===== config.mk =====
export PLATFORM = sky130hd
export DESIGN_NAME = legacy_dma_length_ctrl
export DESIGN_NICKNAME = d
export VERILOG_FILES = /design/src/rtl/ldma_pkg.sv /design/src/rtl/ldma_cmd_decode.sv /design/src/rtl/ldma_len_counter.sv /design/src/rtl/ldma_ctrl_regs.sv /design/src/rtl/legacy_dma_length_ctrl.sv
export SDC_FILE = /design/constraint.sdc
export NUM_CORES = 1
export LEC_CHECK = 0
export BUFFER_PORTS_ARGS = -buffer_cell sky130_fd_sc_hd__buf_2
export CORE_MARGIN = 5
export CORE_UTILIZATION = 45
export CTS_CLUSTER_DIAMETER = 50
export DETAILED_ROUTE_END_ITERATION = 8
export PLACE_DENSITY = 0.79
export RECOVER_POWER = 100
export SYNTH_ARGS = -nofsm -noshare
export SYNTH_HDL_FRONTEND = slang
export SYNTH_SLANG_ARGS = --single-unit

===== constraint.sdc =====
create_clock -name clk -period 4.83 [get_ports clk]
set_input_delay 0.2415 -clock clk [delete_from_list [all_inputs] [get_ports clk]]
set_output_delay 0.2415 -clock clk [all_outputs]
set_load 0.01 [all_outputs]

===== src/rtl/ldma_pkg.sv =====
package ldma_pkg;
  localparam int unsigned REG_W  = 32;
  localparam int unsigned ADDR_W = 2;

  localparam logic [2:0] CMD_STOP     = 3'b000;
  localparam logic [2:0] CMD_RUN      = 3'b001;
  localparam logic [2:0] CMD_SIL_CNT  = 3'b010;
  localparam logic [2:0] CMD_SIL_ADDR = 3'b100;
  localparam logic [2:0] CMD_PAUSE    = 3'b101;
  localparam logic [2:0] CMD_DIRECT   = 3'b111;

  localparam logic [ADDR_W-1:0] RA_LEN    = 2'd0;
  localparam logic [ADDR_W-1:0] RA_CTRL   = 2'd1;
  localparam logic [ADDR_W-1:0] RA_STATUS = 2'd2;

  typedef struct packed {
    logic counting;
    logic addr_mode;
    logic fetch;
    logic hold;
    logic direct;
  } mode_t;
endpackage


===== src/rtl/ldma_cmd_decode.sv =====
module ldma_cmd_decode
  import ldma_pkg::*;
(
  input  logic [2:0] cmd,
  output mode_t      mode
);
  always_comb begin
    mode = '0;
    unique case (cmd)
      CMD_RUN: begin
        mode.counting  = 1'b1;
        mode.addr_mode = 1'b1;
        mode.fetch     = 1'b1;
      end
      CMD_SIL_CNT:  mode.counting = 1'b1;
      CMD_SIL_ADDR: begin
        mode.counting  = 1'b1;
        mode.addr_mode = 1'b1;
      end
      CMD_PAUSE:  mode.hold   = 1'b1;
      CMD_DIRECT: mode.direct = 1'b1;
      default:    mode = '0;
    endcase
  end
endmodule


===== src/rtl/ldma_len_counter.sv =====
module ldma_len_counter #(
  parameter int unsigned LEN_W = 16,
  localparam int unsigned REG_W = 2 * LEN_W,
  localparam int unsigned NBYTE = REG_W / 8
) (
  input  logic             clk,
  input  logic             rst_n,
  input  logic             wr_en,
  input  logic [NBYTE-1:0] wr_be,
  input  logic [REG_W-1:0] wr_data,
  input  logic             beat,
  input  logic             word_mode,
  output logic [LEN_W-1:0] base_q,
  output logic [LEN_W-1:0] cur_q,
  output logic             underflow
);
  localparam int unsigned CUR_BYTES = LEN_W / 8;

  logic [REG_W-1:0] merged;
  logic             cur_hit;
  logic             phase_q;
  logic             step;

  for (genvar gi = 0; gi < NBYTE; gi++) begin : g_lane
    assign merged[gi*8 +: 8] = (wr_en && wr_be[gi]) ? wr_data[gi*8 +: 8]
                                                     : ({base_q, cur_q} >> (gi*8));
  end

  assign cur_hit   = wr_en && (|wr_be[CUR_BYTES-1:0]);
  assign step      = beat && !cur_hit && (!word_mode || phase_q);
  assign underflow = step && (cur_q == '0);

  always_ff @(posedge clk or negedge rst_n) begin
    if (!rst_n) begin
      base_q  <= '0;
      cur_q   <= '0;
      phase_q <= 1'b0;
    end else begin
      base_q <= merged[REG_W-1:LEN_W];
      if (cur_hit) begin
        cur_q   <= merged[LEN_W-1:0];
        phase_q <= 1'b0;
      end else begin
        if (beat && word_mode) phase_q <= !phase_q;
        if (underflow)  cur_q <= base_q;
        else if (step)  cur_q <= cur_q - 1'b1;
      end
    end
  end
endmodule


===== src/rtl/ldma_ctrl_regs.sv =====
module ldma_ctrl_regs (
  input  logic        clk,
  input  logic        rst_n,
  input  logic        ctrl_wr,
  input  logic        stat_wr,
  input  logic [3:0]  wr_be,
  input  logic [31:0] wr_data,
  input  logic        force_pause,
  input  logic        irq_evt,
  input  logic        test_done,
  output logic [7:0]  ctrl_q,
  output logic [7:0]  direct_q,
  output logic [7:0]  test_q,
  output logic        test_busy_q,
  output logic        pend_q,
  output logic        irq_q
);
  always_ff @(posedge clk or negedge rst_n) begin
    if (!rst_n) begin
      ctrl_q      <= '0;
      direct_q    <= '0;
      test_q      <= '0;
      test_busy_q <= 1'b0;
      pend_q      <= 1'b0;
      irq_q       <= 1'b0;
    end else begin
      irq_q <= irq_evt;
      if (ctrl_wr && wr_be[0]) ctrl_q <= wr_data[7:0];
      else if (force_pause)    ctrl_q[2:0] <= ldma_pkg::CMD_PAUSE;
      if (ctrl_wr && wr_be[1]) direct_q <= wr_data[15:8];
      if (ctrl_wr && wr_be[3]) begin
        test_q      <= wr_data[31:24];
        test_busy_q <= 1'b1;
      end else if (test_done) begin
        test_busy_q <= 1'b0;
      end
      if (irq_evt) pend_q <= 1'b1;
      else if (stat_wr && wr_be[0] && wr_data[0]) pend_q <= 1'b0;
    end
  end
endmodule


===== src/rtl/legacy_dma_length_ctrl.sv =====
module legacy_dma_length_ctrl
  import ldma_pkg::*;
#(
  parameter int unsigned LEN_W = 16
) (
  input  logic        clk,
  input  logic        rst_n,
  input  logic [1:0]  reg_addr,
  input  logic        reg_wr_en,
  input  logic [3:0]  reg_wr_be,
  input  logic [31:0] reg_wr_data,
  output logic [31:0] reg_rd_data,
  input  logic        xfer_valid,
  output logic        xfer_ready,
  output logic        addr_count_en,
  output logic        mix_fetch,
  output logic        mix_hold,
  output logic        mix_direct,
  output logic [7:0]  mix_direct_data,
  output logic        fmt_16bit,
  output logic        fmt_stereo,
  output logic        fmt_signed,
  output logic        dir_record,
  output logic        loop_en,
  output logic        irq,
  output logic        irq_pending,
  input  logic        test_done,
  output logic [7:0]  test_byte,
  output logic        test_busy
);
  logic [LEN_W-1:0] base_q, cur_q;
  logic [7:0]       ctrl_q, direct_q;
  logic             beat_acc, underflow;
  logic             len_wr, ctrl_wr, stat_wr;
  mode_t            mode;

  assign len_wr  = reg_wr_en && (reg_addr == RA_LEN);
  assign ctrl_wr = reg_wr_en && (reg_addr == RA_CTRL);
  assign stat_wr = reg_wr_en && (reg_addr == RA_STATUS);

  ldma_cmd_decode u_dec (.cmd(ctrl_q[2:0]), .mode(mode));

  assign xfer_ready = mode.counting;
  assign beat_acc   = xfer_valid && xfer_ready;

  ldma_len_counter #(.LEN_W(LEN_W)) u_cnt (
    .clk(clk), .rst_n(rst_n),
    .wr_en(len_wr), .wr_be(reg_wr_be), .wr_data(reg_wr_data),
    .beat(beat_acc), .word_mode(ctrl_q[7]),
    .base_q(base_q), .cur_q(cur_q), .underflow(underflow)
  );

  ldma_ctrl_regs u_regs (
    .clk(clk), .rst_n(rst_n),
    .ctrl_wr(ctrl_wr), .stat_wr(stat_wr),
    .wr_be(reg_wr_be), .wr_data(reg_wr_data),
    .force_pause(underflow && !ctrl_q[3]),
    .irq_evt(underflow), .test_done(test_done),
    .ctrl_q(ctrl_q), .direct_q(direct_q), .test_q(test_byte),
    .test_busy_q(test_busy), .pend_q(irq_pending), .irq_q(irq)
  );

  assign addr_count_en   = beat_acc && mode.addr_mode;
  assign mix_fetch       = mode.fetch;
  assign mix_hold        = mode.hold;
  assign mix_direct      = mode.direct;
  assign mix_direct_data = direct_q;
  assign fmt_16bit       = ctrl_q[7];
  assign fmt_stereo      = ctrl_q[6];
  assign fmt_signed      = ctrl_q[5];
  assign dir_record      = ctrl_q[4];
  assign loop_en         = ctrl_q[3];

  always_comb begin
    unique case (reg_addr)
      RA_LEN:    reg_rd_data = {base_q, cur_q};
      RA_CTRL:   reg_rd_data = {16'h0, direct_q, ctrl_q};
      RA_STATUS: reg_rd_data = {30'h0, test_busy, irq_pending};
      default:   reg_rd_data = '0;
    endcase
  end
endmodule


Word level (Yosys, flattened, before mapping)
Index checks and enable logic that the tools add are counted.

Register bits after elaboration: 60. Word-level logic and storage cells: 78.

Add/sub/neg operators: 1. Equality and inequality tests: 9. Mux-type cells: 19. Reductions and logical operators: 37.

Operators with widths (number): $pmux W32 S3 (1); $mux W16 (3); $logic_and A1 B1 Y1 (20); $logic_not A16 Y1 (1); $mux W8 (2); $sub A16 B1 Y16 const B (1); $mux W1 (11); $eq A3 B3 Y1 const B (3); $reduce_bool A2 Y1 (4); $mux W3 (2); $logic_not A1 Y1 (4); $ne A2 B2 Y1 const B (2); $reduce_and A2 Y1 (2); $reduce_or A2 Y1 (2); $eq A3 B1 Y1 const B (1); $eq A3 B2 Y1 const B (1); $reduce_bool A3 Y1 (1); $reduce_or A3 Y1 (1); $eq A2 B1 Y1 const B (1); $eq A2 B2 Y1 const B (1); $logic_not A2 Y1 (1); $logic_or A1 B1 Y1 (1).

Longest topological paths before layout
Gate-level depths: netlist of run 1.

Depth in word-level cells: 10. Gate-level depth with buffers: 8. Depth with buffers taken out: 7.

Modules after synthesis
Synthesis of run 1 repeated with hierarchy kept, for this count alone.

Cell total of the unflattened synthesis: 315. Area total of the unflattened synthesis: 3347.0 µm².

By module, submodules not included: ldma_len_counter (times used 1, cells each 180, area each 1823.0 µm², sequential area each 825.8 µm²); ldma_ctrl_regs (times used 1, cells each 65, area each 1028.5 µm², sequential area each 675.6 µm²); legacy_dma_length_ctrl (times used 1, cells each 62, area each 436.7 µm², sequential area each 0.0 µm²); ldma_cmd_decode (times used 1, cells each 8, area each 58.8 µm², sequential area each 0.0 µm²).

Least setup slack after synthesis of run 1
Ideal clock, no wire load.

Kind: register to register. Start: reg u_cnt.cur_q[0]. End: reg u_regs.ctrl_q[1]. Library setup time: 0.120 ns. Data arrival time: 2.055 ns. Path slack: 2.655 ns. Stages on the path, launching flop included: 8. Path buffers: 0. Period minus slack after synthesis: 2.175 ns. Path through: dfrtp_1 inv_1 ha_1 or3b_4 nor3_4 nand3_4 or3_4 a31o_1.

Longest elaborated chain between the ends: 4.

RTL lines: start: declaration (line ldma_len_counter.sv:14) `output logic [LEN_W-1:0] cur_q,`; start signal: assignment (line ldma_len_counter.sv:41) `cur_q <= merged[LEN_W-1:0];`; start signal: assignment (line ldma_len_counter.sv:45) `if (underflow) cur_q <= base_q;`; start signal: assignment (line ldma_len_counter.sv:46) `else if (step) cur_q <= cur_q - 1'b1;`; $logic_not A16 Y1 (line ldma_len_counter.sv:31) `assign underflow = step && (cur_q == '0);`; $logic_and A1 B1 Y1 (line ldma_len_counter.sv:31); $logic_and A1 B1 Y1 (line legacy_dma_length_ctrl.sv:57) `.force_pause(underflow && !ctrl_q[3]),`; $reduce_bool A2 Y1 (no source line); end signal: assignment (line ldma_ctrl_regs.sv:28) `if (ctrl_wr && wr_be[0]) ctrl_q <= wr_data[7:0];`; end signal: assignment (line ldma_ctrl_regs.sv:29) `else if (force_pause) ctrl_q[2:0] <= ldma_pkg::CMD_PAUSE;`; end: declaration (line ldma_ctrl_regs.sv:11) `output logic [7:0] ctrl_q,`.

No other way between the ends. A chain may end at the register's enable or synchronous reset.

Worst setup path in the final report of run 1
Start: in reg_addr[0]. End: reg u_cnt.cur_q[4].

Longest elaborated chain between the ends: 9. Elaborated cells on any way between the ends: 13.

RTL lines: start: declaration (line legacy_dma_length_ctrl.sv:8) `input logic [1:0] reg_addr,`; $logic_not A2 Y1 (*) (line legacy_dma_length_ctrl.sv:37) `assign len_wr = reg_wr_en && (reg_addr == RA_LEN);`; $logic_and A1 B1 Y1 (*) (line legacy_dma_length_ctrl.sv:37); $logic_and A1 B1 Y1 (line ldma_len_counter.sv:29) `assign cur_hit = wr_en && (|wr_be[CUR_BYTES-1:0]);`; $logic_not A1 Y1 (line ldma_len_counter.sv:30) `assign step = beat && !cur_hit && (!word_mode || phase_q);`; $logic_and A1 B1 Y1 (2 in a row) (line ldma_len_counter.sv:30); $logic_and A1 B1 Y1 (line ldma_len_counter.sv:31); $reduce_bool A3 Y1 (no source line) or $mux W16 (tied branches); $reduce_and A2 Y1 (no source line) or $mux W16 (tied branches).

Every way passes the cells marked *; elsewhere a longest branch is shown, timed or not.

==> out/qor.tcl, run 1 <==
set qor(status) {finished, violations left}
set qor(failed_checks) {capacitance limit, slew limit}
set qor(cts.sink_count) 60
set qor(worstPathRequired_ns) 5.06
set qor(route.antenna.remaining_nets) 0
set qor(min_period_ns) 2.98
set qor(placement.io_buffers) 103
set qor(syn_nets) 366
set qor(crit_arrival_ns) 3.21
set qor(worst_slew_pin_slew_ns) 3.12
set qor(num-nets-final) 463
set qor(grt_antenna_before_repair) 0
set qor(yosysSeqAreaShare) 0.453
set qor(cts_max_level) 3
set qor(cts_buffers) 9
set qor(num_vias) 2938
set qor(first_global_vias) 2928
set qor(coreArea_mm2) 0.00721
set qor(async_flop_share) 1.00
set qor(setup.worst_path.start_class) {primary input}
set qor(cts_root_buf) {clkbuf_8}
set qor(place.gp.congestion) 0.919
set qor(insertedDiodeCount) 0
set qor(post_drt_via_cell_ratio) 5.62
set qor(rows) 31
set qor(final_max_slew_viol_count) 61
set qor(cts_tree) {done}
set qor(totalNegativeSetupSlack_ns) 0
set qor(post-route-cell-area_mm2) 0.00401
set qor(cts_max_path_buffers) 2
set qor(placedInstanceArea_mm2) 0.00388
set qor(detailedRoute.firstIterationViolations) 269
set qor(clock_latency_ns) 0.34
set qor(die_area_mm2) 0.00918
set qor(cp_slowest_stage_delay_ns) 0.91
set qor(postSynthCellCount) 322
set qor(grt_overflow) 0
set qor(post_synth_num_cell_types) 52
set qor(count_of_flip_flops_with_a_built_in_enable_after_synthesis) 0
set qor(syn-cell-area_mm2) 0.00331
set qor(criticalPathCategory) {primary input to register}
set qor(area_growth_syn_to_layout_pct) 21.2
set qor(detailedRoute.firstPassIterationCount) 5
set qor(critical_path_peak_fanout) 21
set qor(detail_route.drc_violations) 0
set qor(timing.final.setup_violations) 0
set qor(routed_wirelength_mm) 9.16
set qor(drv.max_cap_violation_count) 1
set qor(peak_supply_drop_uv) 223
set qor(powerDensity_mw_per_mm2) 459
set qor(pin_count_of_the_biggest_net_entering_global_routing) 61
set qor(layout.cells.most_common_list) {60 x dfrtp_1, 57 x buf_2, 48 x clkbuf_1}
set qor(wl_per_cell_um) 17.5
set qor(postCtsHoldBufs) 0
set qor(worst_path_max_delay_cell) {clkbuf_1}
set qor(final_critical_path_share_of_the_clock_period) 0.617
set qor(post_synth.cell_area_avg_um2) 10.3
set qor(final.fill_count) 680
set qor(post_cts_gate_resize_count) 0
set qor(layout_commonest_cell) {dfrtp_1}
set qor(maximum_clock_frequency_ghz) 0.335
set qor(hpwl_mm) 6.90
set qor(floorplan.initialDensity) 0.459
set qor(max_transition_margin) -1.08
set qor(die_h_um) 95.8
set qor(clock_pin_slew_of_the_registers_on_the_worst_case_setup_and_hold_paths_ns) 0.07
set qor(finalHoldWorstSlack_ns) 0.0755
set qor(wire_length_of_the_first_global_routing_pass_mm) 14.9
set qor(crit_path_cell_trace) {clkbuf_1, nor3b_1, a21oi_1, and2_0, o21ai_0, a221o_1}
set qor(postSynthRegisterBits) 60
set qor(proportion_of_layout_cells_with_a_drive_suffix_above_1) 0.274
set qor(timing.final.hold_violations) 0
set qor(rsz0062_at_grt) {false}
set qor(leakagePower_nw) 1.81
set qor(layout_skew_ns) 0.00745
set qor(crit_path_end_kind) {register}
set qor(cts_post_setup_buffers_inserted) 0
set qor(design.portCount) 104
set qor(synthesis.yosys.warnings) 0
set qor(dominantRegCellSynth) {dfrtp_1}
set qor(min-delay-path-class) {primary input to register}
set qor(die_width_um) 95.8
set qor(gr-usage-all-layers) 0.212
-- area by class of cell --
| class | instances | area [µm²] | area share |
|---|---|---|---|
| clock buffer | 12 | 155 | 0.0387 |
| sequential | 60 | 1500 | 0.374 |
| timing repair buffer | 104 | 462 | 0.115 |
| inverter | 8 | 30.0 | 0.00748 |
| clock inverter | 4 | 47.5 | 0.0118 |
| tap | 99 | 124 | 0.0309 |
| multi-input combinational | 236 | 1690 | 0.422 |
-- routing by layer --
metal  share of wire  up-vias  GRT usage  routed length (µm)
met2            0.45      148      0.312                4090
met4           0.021        0     0.0699                 191
li1                -     1366          -                   -
met5               0        -          0                   0
met3           0.090       19     0.0594                 824
met1            0.44     1405      0.300                4050
-- per-stage QoR --
step	util	power [mW]	worst slack (ns)	instances
2_1_floorplan	-	1.18	2.65	322
3_3_place_gp	0.538	1.38	2.39	507
3_5_place_dp	0.538	1.40	2.36	507
4_1_cts	0.566	1.87	2.34	523
5_1_grt	0.556	1.96	1.31	523
6_report	0.556	1.84	1.85	523
-- flip-flops by register name, indices dropped and copies added, names as in the netlist --
signal / count
u_regs.test_q: 8
u_cnt.phase_q: 1
u_regs.ctrl_q: 8
u_cnt.cur_q: 16
u_regs.irq_q: 1
u_regs.pend_q: 1
u_cnt.base_q: 16
u_regs.test_busy_q: 1
u_regs.direct_q: 8
-- cells by family after synthesis --
group,synth area share
compound gates,0.112
simple gates,0.202
xor+xnor,0.0132
flops,0.453
mux,0.183
fa+ha+maj,0.00378
buf+inv,0.0325
-- worst max-delay path: cells and delay by family --
kind                   cells  cell delay (ns)
AOI/OAI and AO/OA          3             0.95
buffers and inverters      1             0.91
and+or+nand+nor            2             1.10
-- where the power goes --
part           switching (mW)  total, mW  internal, mW
combinational           0.308      0.562         0.254
clock                   0.201      0.466         0.265
sequential              0.179      0.814         0.635
total                   0.688       1.84          1.15
-- worst paths after layout --
kind	cells after the start	slack, ns	from	end
worst max-delay path	6	1.85	reg_addr[0]	u_cnt.cur_q[4]
worst min-delay path	2	0.08	test_done	u_regs.test_busy_q
worst max register to register	7	2.32	u_cnt.cur_q[0]	u_regs.ctrl_q[1]
worst min register to register	1	0.51	u_regs.test_q[2]	u_regs.test_q[2]
max in group asynchronous	2	2.03	rst_n	u_cnt.base_q[11]
min in group asynchronous	2	1.01	rst_n	u_cnt.base_q[7]
-- cells in the mapped netlist, drive strengths merged, types with 2 or more instances --
library cell / instances / area [µm²]
a221o: 4 / 40.0
and2: 21 / 131
nand4: 2 / 12.5
clkbuf: 11 / 41.3
o211ai: 4 / 30.0
nand2: 19 / 71.3
buf: 6 / 26.3
mux2: 37 / 417
nor2: 32 / 120
nor3: 8 / 62.6
and3: 2 / 12.5
a211oi: 3 / 22.5
o31ai: 4 / 30.0
o2111ai: 3 / 26.3
a31oi: 5 / 31.3
dfrtp: 60 / 1500
nand3: 16 / 92.6
o211a: 2 / 20.0
xor2: 4 / 35.0
a21oi: 3 / 15.0
nor2b: 2 / 12.5
or4: 2 / 20.0
o21ai: 16 / 80.1
nor4: 7 / 43.8
nand4b: 2 / 17.5
mux2i: 19 / 190
inv: 8 / 30.0
No activity file was read; power rests on OpenSTA's default activity.
==> run 2, diff against run 1 <==
- ABC_AREA: not set -> 1
- PLACE_DENSITY: 0.79 -> 0.78
- clock period: 4.83 -> 2.8 ns (I/O delays scaled with it)
==> out/qor.tcl, run 2 <==
set qor(async_flop_share) 1.00
set qor(postSynthCellCount) 487
set qor(criticalPathCategory) {register to register}
set qor(cp_slowest_stage_delay_ns) 0.38
set qor(setup_slack_ns) 0.398
set qor(top_regs) {u_cnt.base_q: 16 flops, u_cnt.cur_q: 16 flops}
set qor(leakagePower_nw) 2.18
set qor(synth.top_cells.by_area) {dfrtp_1 43%, nand2_1 13%, nor2_1 7.0%}
set qor(postSynthRegisterBits) 60
set qor(cts_post_setup_buffers_inserted) 0
set qor(cts_root_buf) {clkbuf_8}
set qor(cpLargestDelayFamily) {simple AND/OR/NAND/NOR gates}
set qor(crit_path_cell_trace) {inv_1, ha_1, nand2_2, nor2_1, nand2_2, nor2_4, nand3_2, o21ai_1, o21ai_0}
set qor(max_transition_margin) 0.253
set qor(switching_power_mw) 1.28
set qor(placement.io_buffers) 103
set qor(route.antenna.remaining_nets) 0
set qor(finalPower_mw) 3.32
set qor(powerDensity_mw_per_mm2) 790
set qor(worstPathRequired_ns) 3.02
set qor(placedInstanceArea_mm2) 0.00408
set qor(wl_per_cell_um) 13.9
set qor(final_max_slew_viol_count) 0
set qor(place.gp.congestion) 0.931
set qor(cts_max_level) 3
set qor(post-route-cell-area_mm2) 0.00420
set qor(num_vias) 3499
set qor(critical-path-top-cell-by-count) {nand2_2}
set qor(count_of_flip_flops_with_a_built_in_enable_after_synthesis) 0
set qor(peak_supply_drop_uv) 369
set qor(design.portCount) 104
set qor(area_growth_syn_to_layout_pct) 20.9
set qor(drv.max_cap_violation_count) 0
set qor(cts_max_path_buffers) 2
set qor(grt_antenna_before_repair) 0
set qor(synth_largest_area_cell) {dfrtp_1}
set qor(clock_latency_ns) 0.35
set qor(first_global_vias) 3402
set qor(power_frac_seq) 0.389
set qor(grt_overflow) 0
set qor(crit_path_end_kind) {register}
set qor(setup.worst_path.start_class) {register}
set qor(layout_skew_ns) 0.00818
set qor(synthesis.yosys.warnings) 0
set qor(proportion_of_layout_cells_with_a_drive_suffix_above_1) 0.135
set qor(layout_commonest_cell) {nand2_1}
set qor(rsz0062_at_grt) {false}
set qor(gr-usage-all-layers) 0.210
set qor(detailedRoute.firstPassIterationCount) 7
set qor(worst_path_max_delay_cell) {dfrtp_1}
set qor(maximum_clock_frequency_ghz) 0.416
set qor(detail_route.drc_violations) 0
set qor(crit_arrival_ns) 2.62
set qor(post_synth_num_cell_types) 29
set qor(yosysMostFrequentCell) {nand2_1}
set qor(finish.cell_count_without_fillers) 700
set qor(routed_wirelength_mm) 9.75
set qor(cts_buffers) 9
set qor(list_of_most_frequent_post_synthesis_cells) {124 x nand2_1, 65 x nor2_1, 64 x inv_1}
set qor(layout.cells.most_common_list) {126 x nand2_1, 67 x inv_1, 67 x nor2_1}
set qor(status) {finished, final reports clean}
set qor(post_synth.cell_area_avg_um2) 7.14
set qor(final_critical_path_share_of_the_clock_period) 0.858
set qor(floorplan.initialDensity) 0.457
set qor(cts_tree) {done}
set qor(coreArea_mm2) 0.00761
set qor(cell_internal_pwr_mw) 2.04
set qor(dominantRegCellSynth) {dfrtp_1}
set qor(wire_length_of_the_first_global_routing_pass_mm) 16.3
set qor(totalNegativeSetupSlack_ns) 0
set qor(pin_count_of_the_biggest_net_entering_global_routing) 44
set qor(rows) 32
set qor(clock_pin_slew_of_the_registers_on_the_worst_case_setup_and_hold_paths_ns) 0.07
set qor(finalHoldWorstSlack_ns) 0.0159
set qor(die_area_mm2) 0.00958
set qor(numPlacedInstances) 683
set qor(critical_path_peak_fanout) 14
set qor(cts.sink_count) 60
set qor(share_comb_of_total_power) 0.345
set qor(dpl_worst_slack_ns) 0.563
set qor(power_switching_share) 0.387
set qor(hpwl_mm) 7.34
set qor(detailedRoute.firstIterationViolations) 179
set qor(die_width_um) 97.9
set qor(power.share.clock) 0.266
set qor(syn-cell-area_mm2) 0.00348
set qor(timing.final.hold_violations) 0
set qor(insertedDiodeCount) 0
set qor(yosysSeqAreaShare) 0.432
set qor(timing.final.setup_violations) 0
set qor(worst_slew_pin_slew_ns) 1.12
set qor(worst-path-buf-inv) 1
set qor(die_h_um) 97.9
set qor(finalCoreUtilization) 0.553
set qor(min_period_ns) 2.40
set qor(post_drt_via_cell_ratio) 5.00
set qor(min-delay-path-class) {primary input to register}
set qor(syn_nets) 531
set qor(num-nets-final) 638
set qor(post-synth-top-area-fraction) 0.432
==> run 2: power by group through the flow <==
stage / Clock, mW / Combinational [mW] / Sequential, mW
after global placement: 0 / 1.17 / 1.30
final: 0.884 / 1.15 / 1.29
after CTS: 0.903 / 1.20 / 1.29
after floorplan: 0 / 0.825 / 1.28
after detailed placement: 0 / 1.19 / 1.30
after global routing: 0.929 / 1.32 / 1.33
==> run 2: cells by family (layout without fill, tap and decap cells) <==
family                   Yosys count  after routing  share of synthesized area
flip-flops                        60             60                      0.432
AO/OA/AOI/OAI                     85             85                      0.131
multiplexers                       1              1                    0.00324
adder cells (fa/ha/maj)            1              1                    0.00360
buffers and inverters             89            200                      0.103
XOR/XNOR                          11             11                     0.0277
AND/OR/NAND/NOR                  240            240                      0.300
==> run 2: final timing paths <==
path	slack, ns	from	depth (start not counted)	endpoint
min in group asynchronous	0.54	rst_n	2	u_cnt.base_q[5]
min	0.02	reg_wr_data[6]	3	u_regs.ctrl_q[6]
max reg2reg	0.40	u_cnt.cur_q[0]	9	u_regs.ctrl_q[1]
max	0.40	u_cnt.cur_q[0]	9	u_regs.ctrl_q[1]
max in group asynchronous	1.22	rst_n	3	u_regs.test_q[5]
min reg2reg	0.48	u_cnt.cur_q[15]	2	u_cnt.cur_q[15]
==> run 2: metal layers <==
layer | GRT usage | up-vias | part of all wire
met1 | 0.277 | 1592 | 0.44
met4 | 0.0799 | 0 | 0.020
met2 | 0.343 | 155 | 0.46
met5 | 0 | - | 0
li1 | - | 1731 | -
met3 | 0.0379 | 21 | 0.072
==> run 2: final cells by class <==
cell class | instances | area (µm²)
well taps | 102 | 128
multi-input cells | 338 | 1590
repair buffers | 110 | 482
flip-flops and latches | 60 | 1500
fillers | 810 | 3400
clock inverters | 4 | 72.6
inverters | 75 | 282
clock buffers | 11 | 151
==> run 2: what timing repair did <==
action                                 in CTS  in global routing
hold buffers                                2                  0
endpoints found under the hold margin      37                  0
resized for setup                           0                  0
==> run 2: worst register-to-register path, delay by kind of cell, from the launching register on <==
family          cells  cell delay [ns]
simple gates        5             1.11
compound gates      2             0.43
flops               1             0.38
fa+ha+maj           1             0.21
buf+inv             1             0.15
==> run 3, diff against run 2 <==
--- a/config.mk
+++ b/config.mk
@@ -12,5 +12,5 @@
 export CTS_CLUSTER_DIAMETER = 50
 export DETAILED_ROUTE_END_ITERATION = 8
-export PLACE_DENSITY = 0.78
+export PLACE_DENSITY = 0.71
 export RECOVER_POWER = 100
 export SYNTH_ARGS = -nofsm -noshare
==> constraint.sdc (replaced) <==
create_clock -name clk -period 2.8 [get_ports clk]
set_input_delay 0.14 -clock clk [delete_from_list [all_inputs] [get_ports clk]]
set_output_delay 0.14 -clock clk [all_outputs]
set_load 0.02 [all_outputs]
==> out/qor.tcl, run 3 (synthesized netlist as in run 2, its figures left out) <==
set qor(insertedDiodeCount) 0
set qor(rows) 32
set qor(peak_supply_drop_uv) 350
set qor(timing.final.hold_violations) 0
set qor(cts_buffers) 9
set qor(totalNegativeSetupSlack_ns) 0
set qor(criticalPathCategory) {register to register}
set qor(detail_route.drc_violations) 0
set qor(layout_skew_ns) 0.0101
set qor(grt_antenna_before_repair) 0
set qor(worstSetupStartpoint) {u_cnt.cur_q[0]}
set qor(area_growth_syn_to_layout_pct) 21.3
set qor(drv.max_cap_violation_count) 0
set qor(detailedRoute.firstPassIterationCount) 4
set qor(setup.worst_path.start_class) {register}
set qor(post_cts_gate_resize_count) 0
set qor(layout_commonest_cell) {nand2_1}
set qor(proportion_of_layout_cells_with_a_drive_suffix_above_1) 0.137
set qor(die_area_mm2) 0.00958
set qor(grt_overflow) 0
set qor(max_transition_margin) 0.0747
set qor(cts.sink_count) 60
set qor(first_global_vias) 3408
set qor(final_max_slew_viol_count) 0
set qor(final_critical_path_share_of_the_clock_period) 0.858
set qor(timing.final.setup_violations) 0
set qor(wl_per_cell_um) 13.9
set qor(finalHoldWorstSlack_ns) 0.0344
set qor(hold_path.startpoint) {reg_wr_data[6]}
set qor(min-delay-path-class) {primary input to register}
set qor(clock_latency_ns) 0.34
set qor(powerDensity_mw_per_mm2) 833
set qor(cts_root_buf) {clkbuf_8}
set qor(route.antenna.remaining_nets) 0
set qor(crit_arrival_ns) 2.61
set qor(maximum_clock_frequency_ghz) 0.416
set qor(post_drt_via_cell_ratio) 4.93
set qor(hpwl_mm) 7.36
set qor(cts_max_path_buffers) 2
set qor(routed_wirelength_mm) 9.72
set qor(place.gp.congestion) 0.923
set qor(worstPathRequired_ns) 3.01
set qor(clock_pin_slew_of_the_registers_on_the_worst_case_setup_and_hold_paths_ns) 0.07
set qor(num-nets-final) 636
set qor(floorplan.initialDensity) 0.457
set qor(worst_r2r_src) {u_cnt.cur_q[0]}
set qor(die_h_um) 97.9
set qor(finalPower_mw) 3.51
set qor(detailedRoute.firstIterationViolations) 270
set qor(worst_slew_pin_slew_ns) 1.39
set qor(die_width_um) 97.9
set qor(rsz0062_at_grt) {false}
set qor(placement.io_buffers) 103
set qor(crit_path_end_kind) {register}
set qor(num_vias) 3449
set qor(top_regs) {u_cnt.base_q: 16 flops, u_cnt.cur_q: 16 flops}
set qor(design.portCount) 104
set qor(gr-usage-all-layers) 0.206
set qor(layout.cells.most_common_list) {125 x nand2_1, 67 x inv_1, 67 x nor2_1}
set qor(critical_path_peak_fanout) 14
set qor(coreArea_mm2) 0.00761
set qor(cts_max_level) 3
set qor(min_period_ns) 2.40
set qor(pin_count_of_the_biggest_net_entering_global_routing) 49
set qor(post-route-cell-area_mm2) 0.00422
set qor(wire_length_of_the_first_global_routing_pass_mm) 16.2
set qor(status) {finished, final reports clean}
set qor(leakagePower_nw) 2.19
set qor(placedInstanceArea_mm2) 0.00407
set qor(cts_tree) {done}
## run 3: timing repair
action,4_1_cts,5_1_grt
endpoints found under the hold margin,1,0
buffers inserted,0,0
hold buffers,1,0
endpoints found under the setup margin,0,0
## run 3: critical path, cell delays in order, from the launching register on
cell	delay, ns
dfrtp_1	0.38
inv_1	0.14
ha_1	0.20
nand2_2	0.07
nor2_1	0.29
nand2_2	0.14
nor2_4	0.30
nand3_2	0.35
o21ai_1	0.31
o21ai_0	0.11
## run 3: worst paths after layout
| kind | end | slack, ns | cells after the start |
|---|---|---|---|
| max | u_regs.ctrl_q[1] | 0.40 | 9 |
| min | u_regs.ctrl_q[6] | 0.03 | 3 |
| max reg2reg | u_regs.ctrl_q[1] | 0.40 | 9 |
| min reg2reg | u_regs.test_q[2] | 0.49 | 2 |
| max in group asynchronous | u_regs.test_busy_q | 1.56 | 2 |
| min in group asynchronous | u_regs.direct_q[3] | 0.07 | 1 |
## run 3: area by class of cell
cell class              count  area, µm²
clock buffers              10        138
clock inverters             6        111
fillers                   835       3390
inverters                  75        282
multi-input cells         338       1600
flip-flops and latches     60       1500
well taps                 102        128
repair buffers            108        464
## run 3: stage by stage
stage | setup slack [ns] | util | cells
3_3_place_gp | 0.705 | 0.536 | 682
5_1_grt | 0.231 | 0.555 | 699
3_5_place_dp | 0.583 | 0.536 | 682
6_report | 0.399 | 0.555 | 699
4_1_cts | 0.564 | 0.570 | 699
2_1_floorplan | 1.12 | - | 487
## run 3: power breakdown
group | switching [mW] | internal, mW | total, mW
combinational | 0.845 | 0.403 | 1.25
clock | 0.367 | 0.616 | 0.983
sequential | 0.196 | 1.09 | 1.28
total | 1.41 | 2.11 | 3.51
## run 3: metal layers
| metal | vias up | routed length (µm) | share of wire | track usage |
|---|---|---|---|---|
| met1 | 1614 | 4460 | 0.46 | 0.272 |
| met4 | 0 | 114 | 0.012 | 0.0682 |
| met5 | - | 0 | 0 | 0 |
| met3 | 7 | 534 | 0.055 | 0.0350 |
| li1 | 1730 | - | - | - |
| met2 | 98 | 4620 | 0.47 | 0.343 |
